<file path="config.mk">
export PLATFORM = sky130hd
export DESIGN_NAME = fwglue_regs
export DESIGN_NICKNAME = d
export VERILOG_FILES = /design/src/rtl/fwglue_pkg.sv /design/src/rtl/fwglue_decode.sv /design/src/rtl/fwglue_console.sv /design/src/rtl/fwglue_irq.sv /design/src/rtl/fwglue_regs.sv
export SDC_FILE = /design/constraint.sdc
export NUM_CORES = 1
export LEC_CHECK = 0
export BUFFER_PORTS_ARGS = -buffer_cell sky130_fd_sc_hd__buf_4
export CAP_MARGIN = 20
export CORE_UTILIZATION = 47
export CTS_BUF_LIST = sky130_fd_sc_hd__clkbuf_4 sky130_fd_sc_hd__clkbuf_8
export DETAILED_ROUTE_END_ITERATION = 12
export PLACE_DENSITY = 0.82
export SLEW_MARGIN = 20
export SYNTH_ARGS = -nofsm -noshare
export SYNTH_HDL_FRONTEND = slang
export SYNTH_HIERARCHICAL = 1
export SYNTH_SLANG_ARGS = --single-unit
</file>
<file path="constraint.sdc">
create_clock -name clk -period 2.3 [get_ports clk]
set_input_delay 0.46 -clock clk [delete_from_list [all_inputs] [get_ports clk]]
set_output_delay 0.46 -clock clk [all_outputs]
set_load 0.05 [all_outputs]
</file>
<file path="src/rtl/fwglue_pkg.sv">
package fwglue_pkg;

    localparam int BUS_W  = 32;
    localparam int BYTE_W = 8;
    localparam int OFS_W  = 5;

    localparam logic [OFS_W-1:0] OFS_HALT  = 5'h00;
    localparam logic [OFS_W-1:0] OFS_CPUID = 5'h04;
    localparam logic [OFS_W-1:0] OFS_IRQ   = 5'h08;
    localparam logic [OFS_W-1:0] OFS_NCPU  = 5'h0A;
    localparam logic [OFS_W-1:0] OFS_RXDAT = 5'h10;
    localparam logic [OFS_W-1:0] OFS_RXSTS = 5'h14;
    localparam logic [OFS_W-1:0] OFS_TXDAT = 5'h18;
    localparam logic [OFS_W-1:0] OFS_TXSTS = 5'h1A;

    typedef enum logic [1:0] {
        SZ_BYTE = 2'd0,
        SZ_HALF = 2'd1,
        SZ_WORD = 2'd2
    } size_e;

    typedef struct packed {
        logic halt;
        logic cpuid;
        logic irq;
        logic ncpu;
        logic rxdat;
        logic rxsts;
        logic txdat;
        logic txsts;
    } sel_t;

    typedef struct packed {
        logic [BYTE_W-1:0] dat;
        logic [BYTE_W-1:0] sts;
    } chan_t;

    function automatic sel_t decode_ofs(input logic [OFS_W-1:0] ofs);
        sel_t s;
        s       = '0;
        s.halt  = (ofs == OFS_HALT);
        s.cpuid = (ofs == OFS_CPUID);
        s.irq   = (ofs == OFS_IRQ);
        s.ncpu  = (ofs == OFS_NCPU);
        s.rxdat = (ofs == OFS_RXDAT);
        s.rxsts = (ofs == OFS_RXSTS);
        s.txdat = (ofs == OFS_TXDAT);
        s.txsts = (ofs == OFS_TXSTS);
        return s;
    endfunction

    // The level byte only exists in accesses of two or more bytes.
    function automatic logic irq_level(input logic [1:0] size,
                                       input logic [BYTE_W-1:0] lvl_byte);
        return (size != SZ_BYTE) && (lvl_byte != '0);
    endfunction

endpackage

</file>
<file path="src/rtl/fwglue_decode.sv">
module fwglue_decode
    import fwglue_pkg::*;
#(
    parameter int ADDR_W = 32
) (
    input  logic [ADDR_W-1:0] addr,
    input  logic              rd,
    input  logic              wr,
    output sel_t              rd_sel,
    output sel_t              wr_sel
);
    localparam int HI_W = ADDR_W - OFS_W;

    sel_t any_sel;
    logic unused_hi;

    assign unused_hi = ^addr[ADDR_W-1 -: HI_W];
    assign any_sel   = decode_ofs(addr[OFS_W-1:0]);
    assign rd_sel    = rd ? any_sel : '0;
    assign wr_sel    = wr ? any_sel : '0;
endmodule

</file>
<file path="src/rtl/fwglue_console.sv">
module fwglue_console
    import fwglue_pkg::*;
(
    input  logic              clk,
    input  logic              rst,
    input  logic              rd_sts,
    input  logic              wr_rxdat,
    input  logic              wr_rxsts,
    input  logic              wr_txdat,
    input  logic              wr_txsts,
    input  logic [BYTE_W-1:0] wbyte,
    input  logic [BYTE_W-1:0] rx_data,
    input  logic              rx_valid,
    output logic              rx_ready,
    output logic [BYTE_W-1:0] tx_data,
    output logic              tx_valid,
    output chan_t             rx_q,
    output chan_t             tx_q
);
    assign rx_ready = rd_sts & rx_valid;
    assign tx_data  = tx_q.dat;

    always_ff @(posedge clk) begin
        if (rst) begin
            rx_q     <= '0;
            tx_q.dat <= '0;
            tx_q.sts <= BYTE_W'(1);
            tx_valid <= 1'b0;
        end else begin
            tx_valid <= 1'b0;
            if (rd_sts) begin
                rx_q.dat <= rx_valid ? rx_data : '0;
                rx_q.sts <= BYTE_W'(rx_valid);
            end else begin
                if (wr_rxdat) rx_q.dat <= wbyte;
                if (wr_rxsts) rx_q.sts <= wbyte;
            end
            if (wr_txdat) begin
                tx_q.dat <= wbyte;
                tx_q.sts <= BYTE_W'(1);
                tx_valid <= 1'b1;
            end else if (wr_txsts) begin
                tx_q.sts <= wbyte;
            end
        end
    end
endmodule

</file>
<file path="src/rtl/fwglue_irq.sv">
module fwglue_irq
    import fwglue_pkg::*;
#(
    parameter int NUM_CPU = 4
) (
    input  logic               clk,
    input  logic               rst,
    input  logic               wr_irq,
    input  logic [BYTE_W-1:0]  port,
    input  logic               level,
    output logic [NUM_CPU-1:0] lines
);
    for (genvar i = 0; i < NUM_CPU; i++) begin : g_line
        always_ff @(posedge clk) begin
            if (rst)
                lines[i] <= 1'b0;
            else if (wr_irq && port == BYTE_W'(i))
                lines[i] <= level;
        end
    end
endmodule

</file>
<file path="src/rtl/fwglue_regs.sv">
module fwglue_regs
    import fwglue_pkg::*;
#(
    parameter int NUM_CPU  = 4,
    parameter int ADDR_W   = 32,
    parameter int CPU_ID_W = 3
) (
    input  logic                clk,
    input  logic                rst,
    input  logic [ADDR_W-1:0]   bus_addr,
    input  logic [BUS_W-1:0]    bus_wdata,
    input  logic [1:0]          bus_size,
    input  logic                bus_rd,
    input  logic                bus_wr,
    input  logic [CPU_ID_W-1:0] bus_cpu,
    output logic [BUS_W-1:0]    bus_rdata,
    output logic                halt_req,
    output logic [BYTE_W-1:0]   halt_code,
    output logic [NUM_CPU-1:0]  irq_lines,
    input  logic [BYTE_W-1:0]   rx_data,
    input  logic                rx_valid,
    output logic                rx_ready,
    output logic [BYTE_W-1:0]   tx_data,
    output logic                tx_valid
);
    localparam int PAD_W = BUS_W - BYTE_W;
    localparam int WHI_W = BUS_W - 2 * BYTE_W;

    sel_t              rd_sel, wr_sel;
    chan_t             rx_q, tx_q;
    logic [BYTE_W-1:0] byte0, byte1, rd_byte;
    logic              unused_whi;

    assign byte0      = bus_wdata[BYTE_W-1:0];
    assign byte1      = bus_wdata[2*BYTE_W-1:BYTE_W];
    assign unused_whi = ^bus_wdata[BUS_W-1 -: WHI_W];

    fwglue_decode #(.ADDR_W(ADDR_W)) u_dec (
        .addr   (bus_addr),
        .rd     (bus_rd),
        .wr     (bus_wr),
        .rd_sel (rd_sel),
        .wr_sel (wr_sel)
    );

    fwglue_console u_con (
        .clk      (clk),
        .rst      (rst),
        .rd_sts   (rd_sel.rxsts),
        .wr_rxdat (wr_sel.rxdat),
        .wr_rxsts (wr_sel.rxsts),
        .wr_txdat (wr_sel.txdat),
        .wr_txsts (wr_sel.txsts),
        .wbyte    (byte0),
        .rx_data  (rx_data),
        .rx_valid (rx_valid),
        .rx_ready (rx_ready),
        .tx_data  (tx_data),
        .tx_valid (tx_valid),
        .rx_q     (rx_q),
        .tx_q     (tx_q)
    );

    fwglue_irq #(.NUM_CPU(NUM_CPU)) u_irq (
        .clk    (clk),
        .rst    (rst),
        .wr_irq (wr_sel.irq),
        .port   (byte0),
        .level  (irq_level(bus_size, byte1)),
        .lines  (irq_lines)
    );

    // Halt request is sticky; the code follows the latest halt write.
    always_ff @(posedge clk) begin
        if (rst) begin
            halt_req  <= 1'b0;
            halt_code <= '0;
        end else if (wr_sel.halt) begin
            halt_req  <= 1'b1;
            halt_code <= byte0;
        end
    end

    // Read byte mux; a status read returns the freshly sampled status.
    always_comb begin
        rd_byte = '0;
        if (rd_sel.cpuid) rd_byte = BYTE_W'(bus_cpu);
        if (rd_sel.ncpu)  rd_byte = BYTE_W'(NUM_CPU);
        if (rd_sel.rxdat) rd_byte = rx_q.dat;
        if (rd_sel.rxsts) rd_byte = BYTE_W'(rx_valid);
        if (rd_sel.txdat) rd_byte = tx_q.dat;
        if (rd_sel.txsts) rd_byte = tx_q.sts;
    end

    always_ff @(posedge clk) begin
        if (rst)
            bus_rdata <= '0;
        else
            bus_rdata <= bus_rd ? {{PAD_W{1'b0}}, rd_byte} : '0;
    end
endmodule

</file>
==> results of run 1 <==
[per-layer routing]
metal / vias to the layer above / global-route usage, % / part of all wire, %
met5: - / 0 / 0
met4: 0 / 9.59 / 1.9
met3: 12 / 4.70 / 7.3
met2: 95 / 33.1 / 47
met1: 914 / 26.5 / 44
li1: 931 / - / -
[cell usage in the layout (no fill, tap or decap), drive strengths merged, types with 2 or more instances in the layout]
cell type and count:
dfxtp 46, nor2b 7, a211oi 9, mux2i 35, inv 3, nand2b 8, or2 2, a211o 2
a21oi 5, clkinv 2, nor4 3, nor3 8, a221oi 6, or3b 3, nand2 4, nor2 35
nand4bb 2, clkbuf 6, nand4b 2, conb 24, buf 77, a21boi 8
[state kept, by name (all words and copies together) (netlist names)]
signal,flops
halt_code,8
u_con/tx_data,8
u_con/tx_q,8
halt_req,1
u_con/rx_q,8
u_irq/lines,4
u_con/tx_valid,1
bus_rdata,8
[worst paths after layout]
check	slack [ns]	endpoint
worst max-delay path	0.13	rx_ready
worst min-delay path	0.44	halt_code[7]
worst max register to register	1.28	bus_rdata[0]
worst min register to register	0.48	halt_req
[worst max-delay path, cell delays in order]
cell and delay, ns:
buf_4 0.12, or3b_2 0.47, nor2_1 0.27, and2_2 0.19
buf_4 0.19
[metrics by stage]
step / worst slack [ns] / utilization, % / cell area [µm²] / power [mW]
final: 0.133 / 60.8 / 2910 / 1.57
after detailed placement: 0.0624 / 58.8 / 2820 / 1.06
after floorplan: 0.0978 / - / 2470 / 1.01
after global routing: 0.0528 / 60.8 / 2910 / 1.61
after CTS: 0.133 / 60.8 / 2910 / 1.57
after global placement: 0.0938 / 58.8 / 2820 / 1.05
[report_power, final]
group	internal [mW]	switching, mW	leakage (nW)
registers	0.803	0.00389	0.371
logic	0.0703	0.161	0.752
clock network	0.242	0.285	0.0472
total	1.11	0.450	1.17
[layout make-up]
type / count / area [µm²] / share of cell area, %
Multi-Input combinational cell: 176 / 1200 / 41.4
Clock inverter: 2 / 12.5 / 0.430
Timing Repair Buffer: 77 / 591 / 20.3
Clock buffer: 6 / 82.6 / 2.84
Tap cell: 67 / 83.8 / 2.88
Inverter: 4 / 15.0 / 0.516
Sequential cell: 46 / 921 / 31.6
==> summary.md, run 1 <==
| Metric | Value |
|---|---|
| Status | `complete, no violations` |
| Critical Path Start Type | `primary input` |
| ANT cells | `0` |
| Gr ovfl total | `0` |
| Die Span X | `73.2 µm` |
| WS Path Type | `primary input to output port` |
| Synth warnings | `6` |
| Syn Inst Count | `249` |
| CTS buffer count | `5` |
| Final setup viols | `0` |
| CP arrival | `1.71 ns` |
| First-pass GRT wire length | `8250 µm` |
| Worst min path class | `primary input to flip-flop` |
| Layout Cells excl Fill | `approximately 380` |
| Pin count of the biggest net entering global routing | `34` |
| Leakage Power | `about 1.2 nW` |
| VDD IR max | `around 0.00031 V` |
| Hold WS | `approximately 0.44 ns` |
| Clock net sink count | `46` |
| R2R depth | `3` |
| Final ANT Viol Nets | `0` |
| DRT Wirelength | `around 5400 µm` |
| Initial antenna violation count | `0` |
| I/O pins | `137` |
| Layout cells sized above 1 | `30.9%` |
| Std-Cell Rows | `25` |
| Clk Tree Root Cell | `clkbuf_8` |
| Worst skew pair latency | `0.31 ns` |
| Core ar. | `4790 µm²` |
| Die area | `5350 µm²` |
| Hold Crit Start | `bus_wdata[7]` |
| Hold Buf Count CTS | `0` |
| Hold-critical path depth | `3` |
| Worst-case clock buffer depth | `2` |
| Filler Cell Count | `just over 400` |
| Crit. End Element | `output port` |
| Critical path fanouts, max | `4` |
| Unrepaired setup endpoints after global routing | `false` |
| Crit Reg-Reg Startpoint | `u_con/rx_q[8]` |
| Initial cell density of the core | `around half` |
| CTS tree | `yes` |
| Pins Over Slew Limit | `0` |
| Dpl hpwl | `3890 µm` |
| Critical Path Start | `bus_addr[1]` |
| H-tree Lvls | `2` |
| Setup total negative slack | `0 ns` |
| Area Growth Syn to Fin | `22.2%` |
| Mean Syn Cell Area | `~9.6 µm²` |
| Drt drc | `0` |
| # placed instances | `370` |
| Nets | `392` |
| Port buffer count | `69` |
| Die height | `about 73 µm` |
| Detailed Route Iter0 Violations | `74` |
| # Post-CTS Setup Buffers | `0` |
| Per-cell routed wire length | `14.3 µm` |
| RD Place Congestion | `0.817` |
| Cts repair resizes | `0` |
| Via Count | `1952` |
| Maxcap violations | `0` |
| Power per cell area | `between 500 and 600 nW/µm²` |
| Clock-pin slew on the worst setup and hold paths | `roughly 0.08 ns` |
| Setup Skew | `~0.0047 ns` |
| Tmin final | `around 2.2 ns` |
| Fmax | `461 MHz` |
| Worst Path Required | `1.84 ns` |
| Total GRT Usage | `20.7%` |
| Fin. Hold Viols | `0` |
| Vias in the first global route | `1745` |
| First-pass DRT Iterations | `4` |
| Final period util | `94.2%` |
| Mapped cell area | `2380 µm²` |
| Detailed-route vias per instance | `5.16` |
Power figures use the tool's default switching activity.
==> inputs of run 2 (changes only) <==
--- a/config.mk
+++ b/config.mk
@@ -10,6 +10,7 @@
 export CORE_UTILIZATION = 47
 export CTS_BUF_LIST = sky130_fd_sc_hd__clkbuf_4 sky130_fd_sc_hd__clkbuf_8
 export DETAILED_ROUTE_END_ITERATION = 12
+export GPL_TIMING_DRIVEN = 0
 export PLACE_DENSITY = 0.82
 export SLEW_MARGIN = 20
 export SYNTH_ARGS = -nofsm -noshare
==> summary.md, run 2 (same netlist as run 1, synthesis figures left out) <==
| Metric | Value |
|---|---|
| H-tree Lvls | `2 (unchanged)` |
| Layout Cells excl Fill | `418 (+11%)` |
| Worst-case clock buffer depth | `2 (unchanged)` |
| Final ANT Viol Nets | `0 (unchanged)` |
| Setup total negative slack | `0 ns (unchanged)` |
| Critical Path Start | `bus_addr[1]` |
| Pin count of the biggest net entering global routing | `14 (-59%)` |
| Status | `complete, no violations` |
| Total GRT Usage | `21.1% (+0.41 points)` |
| Clock-pin slew on the worst setup and hold paths | `0.08 ns (about the same)` |
| Die height | `73.2 µm (unchanged)` |
| Hold-critical path depth | `2 (-1)` |
| Sw Pwr | `0.431 mW (-4.4%)` |
| Leakage Power | `1.38 nW (+18%)` |
| Tmin final | `2.23 ns (+0.0665 ns)` |
| Worst skew pair latency | `0.30 ns (about the same)` |
| Layout cells sized above 1 | `38.2% (+7.3 points)` |
| Drt drc | `0 (unchanged)` |
| Commonest cells after routing, fill and taps aside | `buf_4 (104), dfxtp_1 (46), mux2i_1 (35), nor2_1 (34), conb_1 (24)` |
| Crit Reg-Reg Startpoint | `u_con/tx_data[0]` |
| Core ar. | `4790 µm² (unchanged)` |
| Flop pwr share | `49.1% (-2.4 points)` |
| Worst Tran Pin Value | `0.516 ns` |
| Pins Over Slew Limit | `0 (unchanged)` |
| Detailed-route vias per instance | `4.89 (-5.3%)` |
| Area Growth Syn to Fin | `34.6%` |
| DRT Wirelength | `5520 µm (+2.0%)` |
| Unrepaired setup endpoints after global routing | `false` |
| Std-Cell Rows | `25 (unchanged)` |
| CTS buffer count | `5 (unchanged)` |
| Critical Path Start Type | `primary input` |
| Worst R2R Setup Slack | `1.14 ns (-0.14 ns)` |
| Clock net sink count | `46 (unchanged)` |
| Comb power frac | `16.6% (+1.8 points)` |
| RD Place Congestion | `0.860 (+5.2%)` |
| Final period util | `97.1% (+2.9 points)` |
| Gr ovfl total | `0 (unchanged)` |
| Initial antenna violation count | `0 (unchanged)` |
| Most common cell after layout, fill and taps aside | `buf_4` |
| VDD IR max | `0.000354 V (+14%)` |
| Worst min path class | `primary input to flip-flop` |
| Hold EP | `u_con/tx_q[0]` |
| Final setup viols | `0 (unchanged)` |
| Worst rel slew slack | `65.5%` |
| Per-cell routed wire length | `13.2 µm (-7.8%)` |
| Worst Path Required | `1.84 ns (about the same)` |
| Power per cell area | `512 nW/µm² (-4.8%)` |
| First-pass DRT Iterations | `4 (unchanged)` |
| Detailed Route Iter0 Violations | `106 (+43%)` |
| Port buffer count | `69 (unchanged)` |
| RR Endpoint | `bus_rdata[0]` |
| Nets | `432 (+10%)` |
| Place WS | `-0.179 ns (-0.242 ns)` |
| Int Pwr | `1.21 mW (+8.6%)` |
| Fin. Hold Viols | `0 (unchanged)` |
| Dpl hpwl | `4180 µm (+7.6%)` |
| CTS tree | `yes` |
| ANT cells | `0 (unchanged)` |
| Setup Skew | `0.00980 ns (+0.00507 ns)` |
| Die Span X | `73.2 µm (unchanged)` |
| Critical path fanouts, max | `10 (+6)` |
| Final WS setup | `0.0661 ns (-0.0665 ns)` |
| I/O pins | `137 (unchanged)` |
| First-pass GRT wire length | `8490 µm (+2.9%)` |
| Hold Crit Start | `bus_wdata[0]` |
| Vias in the first global route | `1837 (+5.3%)` |
| Crit. End Element | `output port` |
| # placed instances | `408 (+10%)` |
| Net Sw Frac | `26.2% (-2.5 points)` |
| Maxcap violations | `0 (unchanged)` |
| Filler Cell Count | `407 (+0.25%)` |
| Via Count | `2045 (+4.8%)` |
| Clock network fraction of design power | `34.2% (+0.5 points)` |
| R2R depth | `4 (+1)` |
| Fmax | `448 MHz (-3.0%)` |
| CP arrival | `1.77 ns (+0.06 ns)` |
| Final design utilization | `67.0% (+6.2 points)` |
| Clk Tree Root Cell | `clkbuf_8` |
| Die area | `5350 µm² (unchanged)` |
| Initial cell density of the core | `49.8% (unchanged)` |
| WS Path Type | `primary input to output port` |
## run 2: cell count changes in the layout (fill, tap and decap cells not counted), moves of 2 or more
cell	delta
buf_4	+28
buf_2	+5
buf_6	+3
clkbuf_1	+2
clkbuf_8	+2
## run 2: final cells by class
class / instances / area (µm²) / share of cell area [%]
flip-flops and latches: 46 / 921 / 28.7
well taps: 67 / 83.8 / 2.62
plain buffers: 46 / 330 / 10.3
inverters: 4 / 15.0 / 0.468
clock buffers: 8 / 110 / 3.43
repair buffers: 71 / 533 / 16.6
multi-input cells: 176 / 1210 / 37.8
## run 2: repair_timing
action / in CTS / in global routing
setup buffers: 0 / 2
endpoints found under the setup margin: 1 / 1
pin swaps: 0 / 1
hold buffers: 0 / 0
resized for setup: 3 / 0
## run 2: worst max-delay path by stage
stage,end,slack (ns)
global route,rx_ready,0.03
floorplan,rx_ready,0.1
detailed placement,rx_ready,-0.18
global placement,rx_ready,-0.19
finish,rx_ready,0.07
CTS,rx_ready,0.005
## run 2: power groups by stage
stage	clock, mW	sequential (mW)	combinational [mW]
5_1_grt	0.613	0.807	0.288
2_1_floorplan	0	0.835	0.172
3_3_place_gp	0	0.825	0.267
6_report	0.562	0.806	0.273
4_1_cts	0.576	0.806	0.271
3_5_place_dp	0	0.825	0.269
## run 2: through the flow
stage          instance area (µm²)  total power [mW]  hold slack (ns)
2_1_floorplan                 2470              1.01            0.441
3_3_place_gp                  3070              1.09            0.451
3_5_place_dp                  3070              1.09            0.463
4_1_cts                       3190              1.65            0.439
5_1_grt                       3210              1.71            0.455
6_report                      3210              1.64            0.451
## run 2: worst max-delay path, stage by stage
cell and delay, ns:
buf_4 0.12, or3b_2 0.51, nor2_4 0.14, clkbuf_4 0.21
and2_2 0.15, buf_4 0.19
## run 2: routing by layer
| metal | vias to the layer above | wire length, µm | track usage [%] | share of wire (%) |
|---|---|---|---|---|
| li1 | 1014 | - | - | - |
| met3 | 9 | 455 | 5.25 | 8.2 |
| met1 | 929 | 2350 | 26.5 | 43 |
| met4 | 0 | 74 | 7.41 | 1.3 |
| met5 | - | 0 | 0 | 0 |
| met2 | 93 | 2640 | 35.2 | 48 |
==> inputs of run 3 (changes only) <==
--- a/config.mk
+++ b/config.mk
@@ -7,13 +7,12 @@
 export LEC_CHECK = 0
 export BUFFER_PORTS_ARGS = -buffer_cell sky130_fd_sc_hd__buf_4
 export CAP_MARGIN = 20
-export CORE_UTILIZATION = 47
+export CORE_UTILIZATION = 45
 export CTS_BUF_LIST = sky130_fd_sc_hd__clkbuf_4 sky130_fd_sc_hd__clkbuf_8
 export DETAILED_ROUTE_END_ITERATION = 12
 export GPL_TIMING_DRIVEN = 0
-export PLACE_DENSITY = 0.82
+export PLACE_DENSITY = 0.83
 export SLEW_MARGIN = 20
 export SYNTH_ARGS = -nofsm -noshare
 export SYNTH_HDL_FRONTEND = slang
-export SYNTH_HIERARCHICAL = 1
 export SYNTH_SLANG_ARGS = --single-unit
==> summary.md, run 3 <==
| Metric | Value |
|---|---|
| Status | `complete, no violations` |
| Layout Cells excl Fill | `435 (+4.1%)` |
| VDD IR max | `0.000394 V (+11%)` |
| Bufs and invs on worst path | `4 (+1)` |
| Syn Inst Count | `272 (+9.2%)` |
| Most frequent cell after synthesis | `dfxtp_1` |
| Die area | `5460 µm² (+2.0%)` |
| Clock net sink count | `46 (unchanged)` |
| Final ANT Viol Nets | `0 (unchanged)` |
| Drt drc | `0 (unchanged)` |
| Worst min path class | `primary input to flip-flop` |
| Per-cell routed wire length | `13.8 µm (+4.2%)` |
| Fin. Hold Viols | `0 (unchanged)` |
| GR Util met2 | `39.8% (+4.6 points)` |
| Cts repair resizes | `0 (-3)` |
| Unrepaired setup endpoints after global routing | `false` |
| CP arrival | `1.76 ns (about the same)` |
| CP cell instances | `buf_4, nor4b_4, and3_1, buf_4, buf_6, and2_1, buf_4` |
| Top cell type's share of synthesized area | `39.6%` |
| Worst-case clock buffer depth | `2 (unchanged)` |
| Pin count of the biggest net entering global routing | `15 (+1)` |
| Met1 Usage GRT | `27.8% (+1.4 points)` |
| Std-Cell Rows | `25 (unchanged)` |
| Dpl hpwl | `4360 µm (+4.1%)` |
| Critical path fanouts, max | `10 (unchanged)` |
| Synth warnings | `0 (-6)` |
| First-pass GRT wire length | `9430 µm (+11%)` |
| Setup Skew | `0.00555 ns (-0.00425 ns)` |
| Cell accounting for the most synthesized area | `dfxtp_1` |
| Nets | `449 (+3.9%)` |
| Netlist cell types | `34` |
| Top cells by count, synth | `dfxtp_1 (46), buf_4 (35), nand2_1 (27), nand3_1 (27), nor2_1 (22)` |
| Tmin final | `2.22 ns (-0.0149 ns)` |
| Pins Over Slew Limit | `0 (unchanged)` |
| Power per cell area | `587 nW/µm² (+15%)` |
| Final setup viols | `0 (unchanged)` |
| Vias in the first global route | `2074 (+13%)` |
| # Post-CTS Setup Buffers | `0 (unchanged)` |
| GR Util met3 | `5.21% (-0.036 points)` |
| Synth top area cells | `dfxtp_1 (40%), buf_4 (11%), mux2i_1 (7.3%)` |
| Setup total negative slack | `0 ns (unchanged)` |
| Crit. End Element | `output port` |
| Critical path's largest stage delay | `0.31 ns (-0.20 ns)` |
| Crit-path slowest cell | `nor4b_4` |
| Final period util | `96.5% (-0.65 points)` |
| RR Endpoint | `bus_rdata[0]` |
| CTS buffer count | `5 (unchanged)` |
| Worst skew pair latency | `0.30 ns (about the same)` |
| RD Place Congestion | `0.808 (-6.0%)` |
| GRT busiest layer | `met2` |
| CTS tree | `yes` |
| H-tree Lvls | `2 (unchanged)` |
| Maxcap violations | `0 (unchanged)` |
| WS Path Type | `primary input to output port` |
| Detailed-route vias per instance | `5.08 (+3.8%)` |
| Worst setup path endpoint | `rx_ready` |
| Die height | `73.9 µm (+0.98%)` |
| Synth Register Bits | `46` |
| Seq/Total Area, Yosys | `between 30 and 40%` |
| Clock-pin slew on the worst setup and hold paths | `0.09 ns (about the same)` |
| Worst rel slew slack | `63.9% (-1.6 points)` |
| Commonest cells after routing, fill and taps aside | `buf_4 (100), dfxtp_1 (46), nand3_1 (27), nand2_1 (27), conb_1 (24)` |
| Worst Path Required | `1.84 ns (about the same)` |
| Area Growth Syn to Fin | `34.4%` |
| R2R depth | `4 (unchanged)` |
| Critical Path Start Type | `primary input` |
| Synth Flop Type | `dfxtp_1` |
| Layout cells sized above 1 | `33.4% (-4.8 points)` |
| Worst R2R Setup Slack | `1.39 ns (+0.25 ns)` |
| Detailed Route Iter0 Violations | `169 (+59%)` |
| Critical Path Start | `bus_addr[0]` |
| Mapped cell area | `2330 µm² (-2.3%)` |
| Total GRT Usage | `22.8% (+1.7 points)` |
| I/O pins | `137 (unchanged)` |
| Worst Tran Pin Value | `0.541 ns (+0.0254 ns)` |
| Die Span X | `73.9 µm (+0.98%)` |
| Initial antenna violation count | `0 (unchanged)` |
| CP delay by family, top | `buffers and inverters` |
| Crit Reg-Reg Startpoint | `u_con.rx_q[8]` |
| DRT Wirelength | `5990 µm (+8.4%)` |
| Async S/R FF share, synth | `0%` |
| Hold Buf Count CTS | `0 (unchanged)` |
| Clk Tree Root Cell | `clkbuf_8` |
| Mean Syn Cell Area | `8.55 µm² (-11%)` |
| Most common cell after layout, fill and taps aside | `buf_4` |
| Fmax | `451 MHz (+0.67%)` |
| Port buffer count | `64 (-7.2%)` |
| EDFF count, synth | `0` |
| First-pass DRT Iterations | `4 (unchanged)` |
| Leakage Power | `1.45 nW (+5.3%)` |
| Crit. path cell count | `7 (+1)` |
| Core ar. | `4850 µm² (+1.3%)` |
| Initial cell density of the core | `48.0% (-1.8 points)` |
| Most Frequent Cell on Critical Path | `buf_4` |
| ANT cells | `0 (unchanged)` |
| Gr ovfl total | `0 (unchanged)` |
| # placed instances | `426 (+4.4%)` |
| Via Count | `2208 (+8.0%)` |
run 3: cells by family after synthesis:
group | count (synthesis) | synth area share (%)
AOI/OAI and AO/OA | 53 | 13.9
buffers and inverters | 52 | 14.7
DFF | 46 | 39.6
muxes | 17 | 7.32
other | 1 | 0.161
and+or+nand+nor | 103 | 24.3
run 3: worst register-to-register path, stage by stage, from the launching register on:
cell     delay [ns]
dfxtp_1        0.34
nand2_1        0.06
mux2i_1        0.14
nand2_1        0.09
a31oi_1        0.21
run 3: layout make-up:
cell class                      count  area, µm²
Sequential cell                    46        921
Tap cell                           67       83.8
Fill cell                         426       1720
Clock inverter                      2       60.1
Multi-Input combinational cell    197       1150
Clock buffer                        6       82.6
Inverter                            2       7.51
Buffer                             50        335
Timing Repair Buffer               65        488
run 3: power by group:
part           switching [mW]  internal, mW  total (mW)  leakage (nW)
Clock                   0.272         0.463       0.735        0.0714
Combinational           0.193         0.101       0.294          1.01
Sequential            0.00384         0.802       0.806         0.371
Total                   0.469          1.37        1.84          1.45
run 3: worst min path at each step:
stage             startpoint             end  slack, ns  cells past startpoint
2_1_floorplan  u_con.tx_q[0]   u_con.tx_q[0]       0.44                      1
3_3_place_gp   u_con.tx_q[0]   u_con.tx_q[0]       0.45                      1
3_5_place_dp    halt_code[7]    halt_code[7]       0.45                      2
4_1_cts           rx_data[1]   u_con.rx_q[9]       0.43                      3
5_1_grt           rx_data[0]   u_con.rx_q[8]       0.44                      3
6_report          rx_data[4]  u_con.rx_q[12]       0.43                      3
run 3: stage by stage:
step	setup WS, ns	cell area, µm²	hold WS [ns]	utilization [%]	total power, mW
finish	0.0809	3130	0.431	64.5	1.84
CTS	0.0502	3120	0.429	64.3	1.84
global route	0.00385	3130	0.438	64.5	1.89
floorplan	0.100	2410	0.436	-	1.03
global placement	0.0776	2980	0.446	61.4	1.11
detailed placement	0.0658	2980	0.454	61.4	1.11
run 3: layer usage:
metal / share of wire (%) / routed length [µm] / vias to the layer above
met1: 42 / 2500 / 1005
li1: - / - / 1099
met5: 0 / 0 / -
met2: 50 / 2990 / 96
met3: 7.4 / 446 / 8
met4: 0.87 / 52 / 0
